### src/rtl/rc_pkg.sv
package rc_pkg;

   // One-shot and level actions carried by a control write
   typedef struct packed {
      logic halt;
      logic resume;
      logic set_hor;
      logic clr_hor;
      logic ack_reset;
      logic hart_reset;
   } rc_cmd_t;

endpackage

### src/rtl/rc_hart_select.sv
module rc_hart_select #(
   parameter int NUM_HARTS = 4,
   parameter int IDX_W     = 3,
   parameter int FIELD_W   = 8
) (
   input  logic                 clk,
   input  logic                 rst_n,
   input  logic                 ctl_we,
   input  logic [FIELD_W-1:0]   ctl_index,
   input  logic                 ctl_multi_en,
   input  logic                 mask_we,
   input  logic [NUM_HARTS-1:0] mask_wdata,
   output logic [IDX_W-1:0]     index_q,
   output logic                 multi_q,
   output logic [NUM_HARTS-1:0] mask_q,
   output logic [NUM_HARTS-1:0] sel_act,
   output logic [NUM_HARTS-1:0] sel_q,
   output logic                 idx_oob
);

   localparam logic [IDX_W:0] HART_LIMIT = (IDX_W+1)'(NUM_HARTS);

   logic [IDX_W-1:0] wr_idx;
   logic             unused_idx_hi;

   assign wr_idx        = ctl_index[IDX_W-1:0];
   assign unused_idx_hi = ^ctl_index[FIELD_W-1:IDX_W];

   always_ff @(posedge clk or negedge rst_n) begin
      if (!rst_n) begin
         index_q <= '0;
         multi_q <= 1'b0;
         mask_q  <= '0;
      end else begin
         if (ctl_we) begin
            index_q <= wr_idx;
            multi_q <= ctl_multi_en;
         end
         if (mask_we) begin
            mask_q <= mask_wdata;
         end
      end
   end

   // Per-hart decode: the write-time view uses the incoming fields, the
   // held view uses the stored fields.
   for (genvar n = 0; n < NUM_HARTS; n++) begin : g_sel
      assign sel_act[n] = (wr_idx  == IDX_W'(n)) | (ctl_multi_en & mask_q[n]);
      assign sel_q[n]   = (index_q == IDX_W'(n)) | (multi_q      & mask_q[n]);
   end

   assign idx_oob = ({1'b0, index_q} >= HART_LIMIT);

   AST_MASK_ONLY_BY_WRITE: assert property (@(posedge clk) disable iff (!rst_n)
      !mask_we |=> $stable(mask_q));

endmodule

### src/rtl/rc_hart_slot.sv
module rc_hart_slot
   import rc_pkg::*;
(
   input  logic    clk,
   input  logic    rst_n,
   input  logic    cmd_v,
   input  rc_cmd_t cmd,
   input  logic    halted_i,
   input  logic    running_i,
   input  logic    reset_done_i,
   output logic    halt_req_o,
   output logic    resume_req_o,
   output logic    hor_o,
   output logic    hart_reset_o,
   output logic    resume_ack_o,
   output logic    havereset_o
);

   logic halt_req_q, resume_req_q, resume_ack_q, hor_q, hreset_q, havereset_q;
   logic run_eff, do_resume;

   assign run_eff   = running_i & ~halted_i;
   assign do_resume = cmd_v & cmd.resume & ~cmd.halt;

   always_ff @(posedge clk or negedge rst_n) begin
      if (!rst_n) begin
         halt_req_q   <= 1'b0;
         resume_req_q <= 1'b0;
         resume_ack_q <= 1'b0;
         hor_q        <= 1'b0;
         hreset_q     <= 1'b0;
         havereset_q  <= 1'b0;
      end else begin
         if (halted_i) begin
            halt_req_q <= 1'b0;
         end else if ((cmd_v & cmd.halt) | (reset_done_i & hor_q)) begin
            halt_req_q <= 1'b1;
         end

         if (do_resume & halted_i) begin
            resume_req_q <= 1'b1;
         end else if (run_eff) begin
            resume_req_q <= 1'b0;
         end

         if (do_resume) begin
            resume_ack_q <= 1'b0;
         end else if (resume_req_q & run_eff) begin
            resume_ack_q <= 1'b1;
         end

         if (cmd_v & cmd.set_hor) begin
            hor_q <= 1'b1;
         end else if (cmd_v & cmd.clr_hor) begin
            hor_q <= 1'b0;
         end

         if (cmd_v) begin
            hreset_q <= cmd.hart_reset;
         end

         if (reset_done_i) begin
            havereset_q <= 1'b1;
         end else if (cmd_v & cmd.ack_reset) begin
            havereset_q <= 1'b0;
         end
      end
   end

   assign halt_req_o   = halt_req_q;
   assign resume_req_o = resume_req_q;
   assign resume_ack_o = resume_ack_q;
   assign hor_o        = hor_q;
   assign hart_reset_o = hreset_q;
   assign havereset_o  = havereset_q;

   AST_HALTED_DROPS_REQ: assert property (@(posedge clk) disable iff (!rst_n)
      halted_i |=> !halt_req_q);
   AST_RESUME_FROM_HALT: assert property (@(posedge clk) disable iff (!rst_n)
      $rose(resume_req_q) |-> $past(halted_i));
   AST_ACK_AFTER_RUN: assert property (@(posedge clk) disable iff (!rst_n)
      $rose(resume_ack_q) |-> $past(running_i));
   AST_HOR_STICKY: assert property (@(posedge clk) disable iff (!rst_n)
      hor_q && !(cmd_v && cmd.clr_hor) |=> hor_q);
   AST_HAVERESET_STICKY: assert property (@(posedge clk) disable iff (!rst_n)
      havereset_q && !(cmd_v && cmd.ack_reset) |=> havereset_q);

endmodule

### src/rtl/rc_status_agg.sv
module rc_status_agg #(
   parameter int NUM_HARTS = 4
) (
   input  logic                 clk,
   input  logic                 rst_n,
   input  logic [NUM_HARTS-1:0] sel,
   input  logic                 idx_oob,
   input  logic [NUM_HARTS-1:0] halted,
   input  logic [NUM_HARTS-1:0] running,
   input  logic [NUM_HARTS-1:0] rack,
   input  logic [NUM_HARTS-1:0] hrst,
   output logic                 any_halted,
   output logic                 all_halted,
   output logic                 any_running,
   output logic                 all_running,
   output logic                 any_unavail,
   output logic                 all_unavail,
   output logic                 any_nonexist,
   output logic                 all_nonexist,
   output logic                 any_rack,
   output logic                 all_rack,
   output logic                 any_hrst,
   output logic                 all_hrst
);

   logic [NUM_HARTS-1:0] st_halt, st_run, st_unav;
   logic                 some_sel;

   assign st_halt  = halted;
   assign st_run   = running & ~halted;
   assign st_unav  = ~running & ~halted;
   assign some_sel = |sel;

   assign any_halted   = |(sel & st_halt);
   assign all_halted   = some_sel & (&(~sel | st_halt));
   assign any_running  = |(sel & st_run);
   assign all_running  = some_sel & (&(~sel | st_run));
   assign any_unavail  = |(sel & st_unav);
   assign all_unavail  = some_sel & (&(~sel | st_unav));
   assign any_rack     = |(sel & rack);
   assign all_rack     = some_sel & (&(~sel | rack));
   assign any_hrst     = |(sel & hrst);
   assign all_hrst     = some_sel & (&(~sel | hrst));
   assign any_nonexist = idx_oob;
   assign all_nonexist = idx_oob & ~some_sel;

   AST_ALL_NEEDS_ANY: assert property (@(posedge clk) disable iff (!rst_n)
      (all_halted -> any_halted) && (all_running -> any_running) &&
      (all_unavail -> any_unavail) && (all_nonexist -> any_nonexist));
   AST_STATES_EXCLUSIVE: assert property (@(posedge clk) disable iff (!rst_n)
      $countones({all_halted, all_running, all_unavail, all_nonexist}) <= 1);

endmodule

### src/rtl/hart_run_ctrl.sv
module hart_run_ctrl
   import rc_pkg::*;
#(
   parameter int NUM_HARTS = 4,
   parameter int IDX_W     = 3,
   parameter int FIELD_W   = 8
) (
   input  logic                 clk,
   input  logic                 rst_n,
   input  logic                 ctl_we,
   input  logic [FIELD_W-1:0]   ctl_index,
   input  logic                 ctl_multi_en,
   input  logic                 ctl_halt,
   input  logic                 ctl_resume,
   input  logic                 ctl_set_hor,
   input  logic                 ctl_clr_hor,
   input  logic                 ctl_ack_reset,
   input  logic                 ctl_hart_reset,
   input  logic                 mask_we,
   input  logic [NUM_HARTS-1:0] mask_wdata,
   input  logic [NUM_HARTS-1:0] hart_halted_i,
   input  logic [NUM_HARTS-1:0] hart_running_i,
   input  logic [NUM_HARTS-1:0] hart_reset_done_i,
   output logic [FIELD_W-1:0]   sel_index_o,
   output logic                 multi_en_o,
   output logic [NUM_HARTS-1:0] mask_o,
   output logic [NUM_HARTS-1:0] hart_halt_req_o,
   output logic [NUM_HARTS-1:0] hart_resume_req_o,
   output logic [NUM_HARTS-1:0] hart_hor_o,
   output logic [NUM_HARTS-1:0] hart_reset_o,
   output logic                 any_halted_o,
   output logic                 all_halted_o,
   output logic                 any_running_o,
   output logic                 all_running_o,
   output logic                 any_unavail_o,
   output logic                 all_unavail_o,
   output logic                 any_nonexist_o,
   output logic                 all_nonexist_o,
   output logic                 any_resumeack_o,
   output logic                 all_resumeack_o,
   output logic                 any_havereset_o,
   output logic                 all_havereset_o
);

   if (NUM_HARTS < 1) begin : g_chk_harts
      $error("hart_run_ctrl: NUM_HARTS must be at least 1");
   end
   if ((1 << IDX_W) < NUM_HARTS) begin : g_chk_idx
      $error("hart_run_ctrl: IDX_W too narrow for NUM_HARTS");
   end
   if (FIELD_W <= IDX_W) begin : g_chk_field
      $error("hart_run_ctrl: FIELD_W must exceed IDX_W");
   end

   logic [IDX_W-1:0]     index_q;
   logic [NUM_HARTS-1:0] sel_act, sel_q, rack, hrst;
   logic                 idx_oob;
   rc_cmd_t              cmd;

   assign cmd = '{halt:       ctl_halt,
                  resume:     ctl_resume,
                  set_hor:    ctl_set_hor,
                  clr_hor:    ctl_clr_hor,
                  ack_reset:  ctl_ack_reset,
                  hart_reset: ctl_hart_reset};

   rc_hart_select #(
      .NUM_HARTS (NUM_HARTS),
      .IDX_W     (IDX_W),
      .FIELD_W   (FIELD_W)
   ) u_sel (
      .clk          (clk),
      .rst_n        (rst_n),
      .ctl_we       (ctl_we),
      .ctl_index    (ctl_index),
      .ctl_multi_en (ctl_multi_en),
      .mask_we      (mask_we),
      .mask_wdata   (mask_wdata),
      .index_q      (index_q),
      .multi_q      (multi_en_o),
      .mask_q       (mask_o),
      .sel_act      (sel_act),
      .sel_q        (sel_q),
      .idx_oob      (idx_oob)
   );

   assign sel_index_o = FIELD_W'(index_q);

   for (genvar n = 0; n < NUM_HARTS; n++) begin : g_slot
      rc_hart_slot u_slot (
         .clk          (clk),
         .rst_n        (rst_n),
         .cmd_v        (ctl_we & sel_act[n]),
         .cmd          (cmd),
         .halted_i     (hart_halted_i[n]),
         .running_i    (hart_running_i[n]),
         .reset_done_i (hart_reset_done_i[n]),
         .halt_req_o   (hart_halt_req_o[n]),
         .resume_req_o (hart_resume_req_o[n]),
         .hor_o        (hart_hor_o[n]),
         .hart_reset_o (hart_reset_o[n]),
         .resume_ack_o (rack[n]),
         .havereset_o  (hrst[n])
      );
   end

   rc_status_agg #(
      .NUM_HARTS (NUM_HARTS)
   ) u_agg (
      .clk          (clk),
      .rst_n        (rst_n),
      .sel          (sel_q),
      .idx_oob      (idx_oob),
      .halted       (hart_halted_i),
      .running      (hart_running_i),
      .rack         (rack),
      .hrst         (hrst),
      .any_halted   (any_halted_o),
      .all_halted   (all_halted_o),
      .any_running  (any_running_o),
      .all_running  (all_running_o),
      .any_unavail  (any_unavail_o),
      .all_unavail  (all_unavail_o),
      .any_nonexist (any_nonexist_o),
      .all_nonexist (all_nonexist_o),
      .any_rack     (any_resumeack_o),
      .all_rack     (all_resumeack_o),
      .any_hrst     (any_havereset_o),
      .all_hrst     (all_havereset_o)
   );

endmodule

### config.mk
export PLATFORM = sky130hd
export DESIGN_NAME = hart_run_ctrl
export DESIGN_NICKNAME = d
export VERILOG_FILES = /design/src/rtl/rc_pkg.sv /design/src/rtl/rc_hart_select.sv /design/src/rtl/rc_hart_slot.sv /design/src/rtl/rc_status_agg.sv /design/src/rtl/hart_run_ctrl.sv
export SDC_FILE = /design/constraint.sdc
export NUM_CORES = 1
export LEC_CHECK = 0
export BUFFER_PORTS_ARGS = -buffer_cell sky130_fd_sc_hd__buf_4
export CORE_MARGIN = 2
export CORE_UTILIZATION = 49
export DETAILED_ROUTE_END_ITERATION = 8
export PLACE_DENSITY = 0.83
export SLEW_MARGIN = 20
export SYNTH_ARGS = -nofsm -noshare
export SYNTH_HDL_FRONTEND = slang
export SYNTH_HIERARCHICAL = 1
export SYNTH_SLANG_ARGS = --single-unit
### constraint.sdc
create_clock -name clk -period 4.6 [get_ports clk]
set_clock_uncertainty 0.2 [all_clocks]
set_input_delay 0.23 -clock clk [delete_from_list [all_inputs] [get_ports clk]]
set_output_delay 0.23 -clock clk [all_outputs]
set_load 0.005 [all_outputs]
==> Yosys cells after proc, flatten, opt, wreduce, memory -nomap -nowiden <==
Index checks and enable logic that the tools add are counted.
{ "classes": {"order_cmp": 1, "eq_ne": 6, "muxes": 40, "bitwise_logic": 91, "reduce_logical": 33} }
{ "op_table": {"columns": ["cell", "n"], "rows": [
  ["bitwise AND 1 bit", 58],
  ["two-way mux 1 bit", 40],
  ["nonzero test 2 bit", 20],
  ["bitwise AND 4 bit", 7],
  ["OR reduction 4 bit", 6],
  ["OR 4 bit", 5],
  ["AND reduction 4 bit", 5],
  ["== test 3 x 2 -> 1 bit, second input constant", 4],
  ["inverter 4 bit", 3],
  ["OR 1 bit", 12],
  ["== test 3 x 1 -> 1 bit, second input constant", 2],
  ["zero test 3 bit", 2],
  ["inverter 1 bit", 6],
  ["greater-or-equal comparator 3 bit, second input constant", 1]
]} }
{ "word_totals": {"ff_bits": 32, "in_bits": 35, "output_inout_bits": 41, "wordCells": 198} }

==> Depth between registers and ports, before layout <==
Gate-level depths: netlist of run 1.
{ "logic_depth": {"ltp_word": 7, "mapped_depth": 6} }

==> Modules after synthesis <==
Netlist of run 1, hierarchy kept.
{ "by_module_without_submodules": {"columns": ["mod", "instances", "cells_each", "area_per_inst_um2", "seq_area_each_um2"], "rows": [
  ["rc_hart_slot", 4, 21, 245.2, 150.1],
  ["rc_hart_select", 1, 37, 394.1, 200.2],
  ["rc_status_agg", 1, 49, 314.1, 0.0],
  ["hart_run_ctrl", 1, 10, 66.3, 0.0]
]} }

==> Worst setup path before layout of run 1 <==
No wires, ideal clock.
{ "synth_path": {"kind": "reg2out", "start": "reg u_sel.index_q[1]", "end": "out any_running_o", "arrival_ns": 1.631, "required_time_ns": 4.170, "setup_slack_ns": 2.539, "path_stages_with_launch": 5, "n_path_buf": 0, "path_cell_list": "dfrtp_1 -> o31ai_1 -> nand2b_1 -> or2_2 -> o2111ai_1"} }
{ "synth_between": {"elab_chain_len": 4, "word_cells_on_any_way": 10, "cone_classes": "3 x eq/ne; 5 x bitwise; 2 x reduce/logical"} }
{ "synth_lines": {"columns": ["item", "line", "rtl"], "rows": [
  ["from (decl)", "rc_hart_select.sv:13", "output logic [IDX_W-1:0] index_q,"],
  ["from (signal assigned)", "rc_hart_select.sv:36", "index_q <= wr_idx;"],
  ["zero test 3 bit", "rc_hart_select.sv:49", "assign sel_q[n] = (index_q == IDX_W'(n)) | (multi_q & mask_q[n]);"],
  ["OR 1 bit", "rc_hart_select.sv:49", null],
  ["named net sel_q[0]", "hart_run_ctrl.sv:56", "logic [NUM_HARTS-1:0] sel_act, sel_q, rack, hrst;"],
  ["bitwise AND 4 bit", "rc_status_agg.sv:36", "assign any_running = |(sel & st_run);"],
  ["OR reduction 4 bit", "rc_status_agg.sv:36", null],
  ["to (decl)", "hart_run_ctrl.sv:33", "output logic any_running_o,"]
]} }
The timed path passes the listed nets, and every way through them passes these cells.

==> Worst setup path after layout of run 1 <==
{ "layout_path": {"start": "reg u_sel.index_q[2]", "end": "out all_resumeack_o"} }
{ "layout_between": {"elab_chain_len": 6, "word_cells_on_any_way": 13, "cone_classes": "3 x eq/ne; 7 x bitwise; 3 x reduce/logical"} }
{ "layout_lines": {"columns": ["item", "line", "rtl"], "rows": [
  ["== test 3 x 1 -> 1 bit (*)", "rc_hart_select.sv:49", null],
  ["OR 1 bit (*)", "rc_hart_select.sv:49", null],
  ["named net sel_q[1]", "hart_run_ctrl.sv:56", null],
  ["inverter 4 bit", "rc_status_agg.sv:41", "assign all_rack = some_sel & (&(~sel | rack));"],
  ["OR 4 bit", "rc_status_agg.sv:41", null],
  ["AND reduction 4 bit", "rc_status_agg.sv:41", null],
  ["bitwise AND 1 bit (*)", "rc_status_agg.sv:41", null],
  ["to (decl)", "hart_run_ctrl.sv:40", "output logic all_resumeack_o,"]
]} }
Mark *: on every way through the listed nets, which the timed path passes. The rest lies on a longest branch.

==> results of run 1 <==
==> cell usage in the layout (no fill, tap or decap), drive strengths merged, types with 6 or more instances in the layout <==
cell type	netlist	routed
a22oi	6	6
buf	8	65
clkbuf	1	8
dfrtp	32	32
dlygate4sd3	0	35
inv	17	17
mux2	10	10
nand2	24	24
nand2b	11	11
nand3b	6	6
o21ai	8	8
==> final cells by class <==
| cell class | instances | area, sq um |
|---|---|---|
| Fill cell | 229 | 723.2 |
| Inverter | 17 | 63.81 |
| Sequential cell | 32 | 800.8 |
| Timing Repair Buffer | 100 | 838.3 |
| Tap cell | 46 | 57.56 |
| Multi-Input combinational cell | 126 | 847.1 |
| Clock buffer | 8 | 58.81 |
==> stage by stage <==
step                area (sq um)  utilization
floorplan                   1770            -
global placement            2257       0.6659
detailed placement          2257       0.6659
CTS                         2666       0.7866
global route                2666       0.7866
finish                      2666       0.7866
==> power by group through the flow <==
stage / clock network [W] / logic [W] / registers (W)
floorplan: 0 / 0.000131 / 0.000376
global placement: 0 / 0.000271 / 0.000381
detailed placement: 0 / 0.000275 / 0.000383
CTS: 0.000172 / 0.000304 / 0.000377
global route: 0.000183 / 0.000335 / 0.000387
finish: 0.000170 / 0.000311 / 0.000380
==> flip-flops by register name, summed over array words and instances (netlist names) <==
register                    flops
g_slot.u_slot/halt_req_o        4
g_slot.u_slot/hart_reset_o      4
g_slot.u_slot/havereset_o       4
g_slot.u_slot/hor_o             4
g_slot.u_slot/resume_ack_o      4
g_slot.u_slot/resume_req_o      4
u_sel/mask_q                    4
u_sel/index_q                   3
u_sel/multi_q                   1
==> worst max-delay path by stage <==
stage                                start              end  slack, ps  cells after the start
after CTS                 u_sel/index_q[2]    any_running_o       1750                      5
after floorplan           u_sel/index_q[1]    any_running_o       2540                      4
final                     u_sel/index_q[2]  all_resumeack_o       1710                      5
after global routing      u_sel/index_q[2]    any_running_o       1620                      5
after detailed placement  u_sel/index_q[2]    any_running_o       2130                      5
after global placement    u_sel/index_q[2]    any_running_o       2170                      5
==> metal layers <==
metal / wire [microns] / vias to the layer above
met5: 0 / -
met4: 147 / 0
met3: 345 / 16
met2: 2551 / 87
met1: 2210 / 880
li1: - / 846
==> cell families after synthesis <==
logic type / Yosys count
DFF: 32
and+or+nand+nor: 66
buffers and inverters: 26
muxes: 10
other: 1
AOI/OAI and AO/OA: 45
==> worst min-delay path: stages <==
cell	delay, ps
buf_4	130
nand2_1	60
a21o_1	100
==> metrics.txt, run 1 <==
dpl ws=2134 ps; Post-CTS Hold Buffers=35; mux contribution to synthesized area=0.06415; Net Sw Frac=0.3215; Primary FF master, synth=dfrtp_1; clk_lat worst skew=340 ps; CP top delay family=compound AO/OA/AOI/OAI gates; Die Ht=63.86 microns; Synth top area share=0.4562; Buf/Inv on CP=2; total negative slack=0 ps; top post-synthesis cells by count=dfrtp_1 (32), nand2_1 (24), inv_1 (16), nand2b_1 (11); Die Wd=63.86 microns; post-synthesis simple-gate area fraction=0.2081; starting density of the core=0.5179; Mean Syn Cell Area=9.752 sq um; Max VDD drop=0.2408 mV; Syn. warnings=6; FF+latch count, synth=32; endpoints failing setup=0; Rows=21; drt wl/cell=15.97 microns; Power, Total=0.0008610 W; final hold vios=0; slew margin rel.=0.2985; GRT met2 Usage=0.4167; number of synthesized flops with an enable pin=0; leakage power=1.240 nW; synth unique cells=37; share of cells above drive strength 1=0.2862; drt via density=5.559; cell area power density=322.9 mW/mm^2; hold path start=ctl_ack_reset; largest family of logic cells by synthesized area=simple AND/OR/NAND/NOR gates; M3 GR Usage=0.07042; internal power=0.0005842 W; Seq pwr share=0.442; maximum fanout along the worst path=7; Area Growth Syn to Fin=51.89%; first-pass GRT wire length=8.445 mm; r2r endpoint=g_slot[0].u_slot/havereset_o; Pins Over Slew Limit=0; Period minus WS final=2891 ps; P_sw=0.0002769 W; fraction of registers with async set/reset=1.000; drc violations=0; Port Buffers=65; worst-path cell chain=o31ai_1, inv_1, o22ai_1, nor3_1, buf_4; max-capacitance violation count=0; worst hold path depth=3; final setup margin=1709 ps; number of global-route vias before repair=1,697; DRT Pass-1 Iters=4; Setup Buffers After CTS=0; Post-DRT Antenna Nets=0; grt met1 use=0.3495; CP arrival=2460 ps; final worst-path cycle share=0.6284; crit end category=primary output; sequential fraction of the synthesis area=0.4562; Total GRT Usage=0.2686; unrepaired setup endpoints after global routing=false; initial antenna violation count=0; CTS tree=yes; Cell Area, Synth=0.001755 sq mm; Hold/Removal Path Class=input pin to flop; clock share of power=0.198; n_diodes=0; Hold EP=g_slot[1].u_slot/havereset_o; final hold slack=10.67 ps; worst reg-to-reg setup slack=2500 ps; Die Area=0.004077 sq mm; clock sinks=32; count leader, synth=dfrtp_1; largest net degree at the start of global routing=33; H-tree depth=2; global placement routability congestion=0.8541; Congestion Overflow GR=0; Post-CTS Resized=0; critical path launch point type=flop; CTS clock-pin slew for the worst setup and hold paths=100 ps; Compound-Gate Fraction of Synth Area=0.1996; core area=0.003390 sq mm; maximum clock path buffer count=2; CTS Root Cell=clkbuf_4; status=completed; Critical Path RT=4170 ps; Post-Synth XOR/XNOR Area=0; number of nets in the layout=317; Combinational Power Share=0.361; Synth area leaders=dfrtp_1 (46%), nand2_1 (5.1%), nand2b_1 (3.9%); busiest grt layer=met2; detailed router's first-iteration violation count=185; slowest CP cell=o31ai_1; CTS Buf Count=5; Routed WL=5.254 mm; I/O Pins=76; Reg2Reg Launch Point=u_sel/mask_q[0]; Post-Syn Instances=180; DP Wirelength=3.332 mm; Synth Area in Adders=0; Yosys top cell by area=dfrtp_1; vias=1,829; cells on worst reg2reg path=6; Non-Filler Instances=329; Setup Crit Path Kind=flop to primary output; CP peak stage delay=900 ps; Achievable Freq=345.9 MHz; dpl cells=286; Worst Max-Slew Pin Slew=1043 ps
Note: power is estimated with default switching activity, not from simulation.
==> inputs of run 2 (changes only) <==
CORE_UTILIZATION = 47   (was 49)
PLACE_DENSITY = 0.8   (was 0.83)
clock period = 2.92 ns   (was 4.6 ns; I/O delays follow)
==> run 2 against run 1 <==
Against the previous run: first-iteration DRC count fell by 12%; worst setup slack lost 1100 ps; combinational power grew 68%; flip-flop and latch count stayed put; critical path depth grew 3; via count rose by 0.93%; total power increased by 79%; global-route usage up 0.084 points; count of clock-buffer cells in the layout fell by 3; hold slack lost 1.9 ps.
==> metrics.txt, run 2 (synthesis gave the netlist of run 1 again) <==
Multi-input gate area=847.1 sq um; Reg2Reg Launch Point=u_sel/mask_q[3]; number of nets in the layout=323; I/O Pins=76; status=completed; endpoints failing setup=0; Post-DRT Antenna Nets=0; Routed WL=5.364 mm; Hold/Removal Path Class=input pin to flop; layout filler cell count=268; r2r endpoint=g_slot[3].u_slot/hor_o; Die Area=0.004240 sq mm; drc violations=0; clk_lat worst skew=280 ps; commonest non-fill, non-tap cell in the layout=buf_4; global placement routability congestion=0.8303; Max VDD drop=0.4949 mV; CTS Root Cell=clkbuf_8; unrepaired setup endpoints after global routing=false; max-capacitance violation count=0; maximum clock path buffer count=2; number of global-route vias before repair=1,784; origin of the worst setup path=ctl_index[2]; slowest CP cell=dlygate4sd3_1; Buf/Inv on CP=3; worst reg-to-reg setup slack=840 ps; initial antenna violation count=0; worst hold path depth=3; final worst-path cycle share=0.8061; Rows=22; CTS Buf Count=5; Setup Buffers After CTS=0; cells on worst reg2reg path=6; final hold vios=0; Area Growth Syn to Fin=58.16%; Finished Core Util=0.7641; Die Wd=65.12 microns; core area=0.003633 sq mm; largest net degree at the start of global routing=33; most frequent CP cell=dlygate4sd3_1; drt via density=5.478; Post-CTS Hold Buffers=39; n_diodes=0; starting density of the core=0.4831; first-pass GRT wire length=8.666 mm; Pins Over Slew Limit=0; dpl cells=290; clock sinks=32; leakage power=1.282 nW; Die Ht=65.12 microns; H-tree depth=2; detailed router's first-iteration violation count=162; Port Buffers=65; Power, Total=0.001540 W; CTS clock-pin slew for the worst setup and hold paths=70 ps; drt wl/cell=15.92 microns; Period minus WS final=2354 ps; most frequent cells in the layout=buf_4 (67), dlygate4sd3_1 (39), dfrtp_1 (32), nand2_1 (24), inv_1 (16); hold path start=ctl_halt; CP peak stage delay=550 ps; Setup Crit Path Kind=input pin to flop; CP top delay family=buffers and inverters; Achievable Freq=424.9 MHz; maximum fanout along the worst path=7; Critical Path RT=2890 ps; CP arrival=2320 ps; vias=1,846; worst-path cell chain=dlygate4sd3_1, buf_4, nand2b_1, o21ai_1, and2_1, nand2_1, a22o_1, dlygate4sd3_1; CTS tree=yes; Congestion Overflow GR=0; share of cells above drive strength 1=0.2941; total negative slack=0 ps; DP Wirelength=3.345 mm; cell area power density=554.8 mW/mm^2; Post-CTS Resized=0; critical path launch point type=input pin; Hold EP=g_slot[2].u_slot/resume_ack_o; DRT Pass-1 Iters=5; Total GRT Usage=0.2695; Sequential Area=800.8 sq um; crit end category=flop; Non-Filler Instances=337
run 2: cell types whose count changed in the layout (fill, tap and decap cells not counted), moves of 2 or more:
| cell | before | now |
|---|---|---|
| buf_4 | 65 | 67 |
| clkbuf_1 | 2 | 0 |
| clkbuf_4 | 5 | 0 |
| clkbuf_8 | 1 | 5 |
| dlygate4sd3_1 | 35 | 39 |
run 2: metal layers:
metal	wire length, microns	global-route usage
met5	0	0
met4	94	0.09896
met3	324	0.06164
met2	2636	0.4420
met1	2308	0.3505
run 2: final cells by class:
class	count	area share
timing repair buffer	106	0.3218
clock inverter	3	0.01532
tap	48	0.02163
clock buffer	5	0.02479
sequential	32	0.2884
multi-input combinational	126	0.3051
inverter	17	0.02298
run 2: worst max path at each step:
stage	slack, ps	endpoint	cells past startpoint
6_report	570	g_slot[3].u_slot/hor_o	8
5_1_grt	430	g_slot[0].u_slot/havereset_o	7
4_1_cts	630	all_running_o	6
3_5_place_dp	940	all_running_o	6
3_3_place_gp	930	all_running_o	6
2_1_floorplan	940	any_running_o	4
run 2: where the power goes:
group | leakage [nW] | switching, W | internal, W
Combinational | 0.854 | 0.000217 | 0.000305
Clock | 0.0541 | 0.000165 | 0.000252
Sequential | 0.374 | 0.0000759 | 0.000524
Total | 1.28 | 0.000458 | 0.00108
run 2: through the flow:
| step | hold slack, ps | cell area [sq um] | setup slack (ps) |
|---|---|---|---|
| after floorplan | -349.6 | 1770 | 943.0 |
| after global placement | -95.50 | 2275 | 926.4 |
| after detailed placement | -97.03 | 2275 | 936.7 |
| after CTS | 0.3578 | 2776 | 625.4 |
| after global routing | 20.64 | 2776 | 432.9 |
| final | 8.768 | 2776 | 566.3 |
run 2: worst register-to-register path, stage by stage (launching register included):
cell	delay (ps)
dfrtp_1	410
nand2_1	90
o21ai_1	70
and2_1	350
nand2_1	90
a22o_1	200
dlygate4sd3_1	550
==> inputs of run 3 (changes only) <==
clock period = 2.4 ns   (was 2.92 ns; I/O delays follow)
==> run 3 against run 2 <==
Against the previous run: design area grew 0.86%; wire length grew 6.5%; critical path depth is the same; critical endpoint is now g_slot[3].u_slot/havereset_o; total power grew 17%; largest cell class unchanged; via count grew 3.4%; die area is the same; clock power shrank 4%; worst setup slack lost 480 ps; sequential share of layout area shrank 0.24 points; cell count grew 1.5%; count of clock-buffer cells in the layout is the same.
==> metrics.txt, run 3 (synthesis gave the netlist of run 1 again) <==
worst-path cell chain=dlygate4sd3_1, buf_4, nand2b_1, o21ai_1, and2_1, nand2_1, a21o_1, dlygate4sd3_1; starting density of the core=0.4831; number of nets in the layout=328; I/O Pins=76; Rows=22; clk_lat worst skew=280 ps; H-tree depth=2; layout filler cell count=242; Achievable Freq=433.0 MHz; Critical Path RT=2370 ps; detailed router's first-iteration violation count=197; Port Buffers=65; most frequent CP cell=dlygate4sd3_1; slowest CP cell=dlygate4sd3_1; status=completed; Hold/Removal Path Class=input pin to flop; Max VDD drop=0.4574 mV; max-capacitance violation count=0; CP arrival=2280 ps; clock sinks=32; initial antenna violation count=0; CTS tree=yes; Finished Core Util=0.7707; maximum clock path buffer count=2; final worst-path cycle share=0.9623; endpoints failing setup=0; critical path launch point type=input pin; Post-DRT Antenna Nets=0; Routed WL=5.715 mm; Congestion Overflow GR=0; CP top delay family=buffers and inverters; DRT Pass-1 Iters=5; Area Growth Syn to Fin=59.52%; drt wl/cell=16.71 microns; CTS Buf Count=5; Buf/Inv on CP=3; commonest non-fill, non-tap cell in the layout=buf_4; total negative slack=0 ps; vias=1,908; CTS clock-pin slew for the worst setup and hold paths=70 ps; unrepaired setup endpoints after global routing=false; Sequential Area=800.8 sq um; number of global-route vias before repair=1,907; Multi-input gate area=849.6 sq um; Pins Over Slew Limit=0; crit end category=flop; core area=0.003633 sq mm; Period minus WS final=2309 ps; drc violations=0; drt via density=5.579; CP peak stage delay=550 ps; maximum fanout along the worst path=7; share of cells above drive strength 1=0.3027; n_diodes=0; Die Ht=65.12 microns; leakage power=1.302 nW; final hold vios=0; Die Wd=65.12 microns; Die Area=0.004240 sq mm; global placement routability congestion=0.8148; most frequent cells in the layout=buf_4 (69), dlygate4sd3_1 (42), dfrtp_1 (32), nand2_1 (24), inv_1 (16); cell area power density=641.1 mW/mm^2; largest net degree at the start of global routing=33; Total GRT Usage=0.2881; Setup Crit Path Kind=input pin to flop; first-pass GRT wire length=9.232 mm; CTS Root Cell=clkbuf_8; DP Wirelength=3.499 mm
## run 3: cell types whose count changed in the layout (fill, tap and decap cells not counted), sizes merged
cell	delta
dlygate4sd3	+3
buf	+2
clkinv	+2
bufinv	-1
clkinvlp	-1
## run 3: cell type report
type / count / area share
clock buffers: 5 / 0.02458
clock inverters: 3 / 0.006702
inverters: 17 / 0.02279
multi-input cells: 126 / 0.3034
flip-flops and latches: 32 / 0.2860
well taps: 48 / 0.02145
repair buffers: 111 / 0.3351
## run 3: what timing repair did
item,CTS,global route
endpoints found under the hold margin,64,0
hold buffers,42,0
resized for setup,0,2
endpoints found under the setup margin,0,2
setup buffers,0,2
## run 3: worst register-to-register path: cells and delay by family, from the launching register on
family | cells | cell delay (ps)
AOI/OAI and AO/OA | 2 | 260
buffers and inverters | 1 | 550
DFF | 1 | 420
and+or+nand+nor | 3 | 550
## run 3: final timing paths
| check | end | depth (start not counted) | slack, ps | from |
|---|---|---|---|---|
| hold reg to reg | g_slot[3].u_slot/hart_reset_o | 1 | 310 | g_slot[3].u_slot/hart_reset_o |
| setup reg to reg | g_slot[2].u_slot/havereset_o | 6 | 310 | u_sel/mask_q[2] |
| setup / recovery | g_slot[3].u_slot/havereset_o | 8 | 90 | ctl_index[2] |
| max in group asynchronous | g_slot[3].u_slot/resume_req_o | 2 | 1600 | rst_n |
| hold / removal | g_slot[0].u_slot/halt_req_o | 3 | 20 | ctl_halt |
| min in group asynchronous | g_slot[1].u_slot/hart_reset_o | 2 | 100 | rst_n |
## run 3: metrics by stage
stage | worst slack, ps | hold WS [ps] | power, W | instance area [sq um] | cells
CTS | 102.5 | 16.20 | 0.001765 | 2783 | 340
global placement | 451.2 | -120.0 | 0.001258 | 2275 | 290
detailed placement | 423.2 | -124.2 | 0.001272 | 2275 | 290
finish | 90.59 | 15.09 | 0.001795 | 2800 | 342
global route | 22.23 | 30.43 | 0.001900 | 2800 | 342
floorplan | 449.0 | -375.6 | 0.0009708 | 1770 | 184
## run 3: layer usage
layer,part of all wire,vias to the layer above,track usage
met5,0,-,0
li1,-,870,-
met1,0.40,914,0.3531
met3,0.074,12,0.04795
met4,0.017,0,0.09375
met2,0.51,112,0.5168
## run 3: power by group
group	internal [W]	leakage (nW)	switching, W	total [W]
sequential	0.000638	0.374	0.0000936	0.000731
combinational	0.000389	0.880	0.000275	0.000664
clock	0.000201	0.0479	0.000198	0.000400
total	0.00123	1.30	0.000567	0.00180
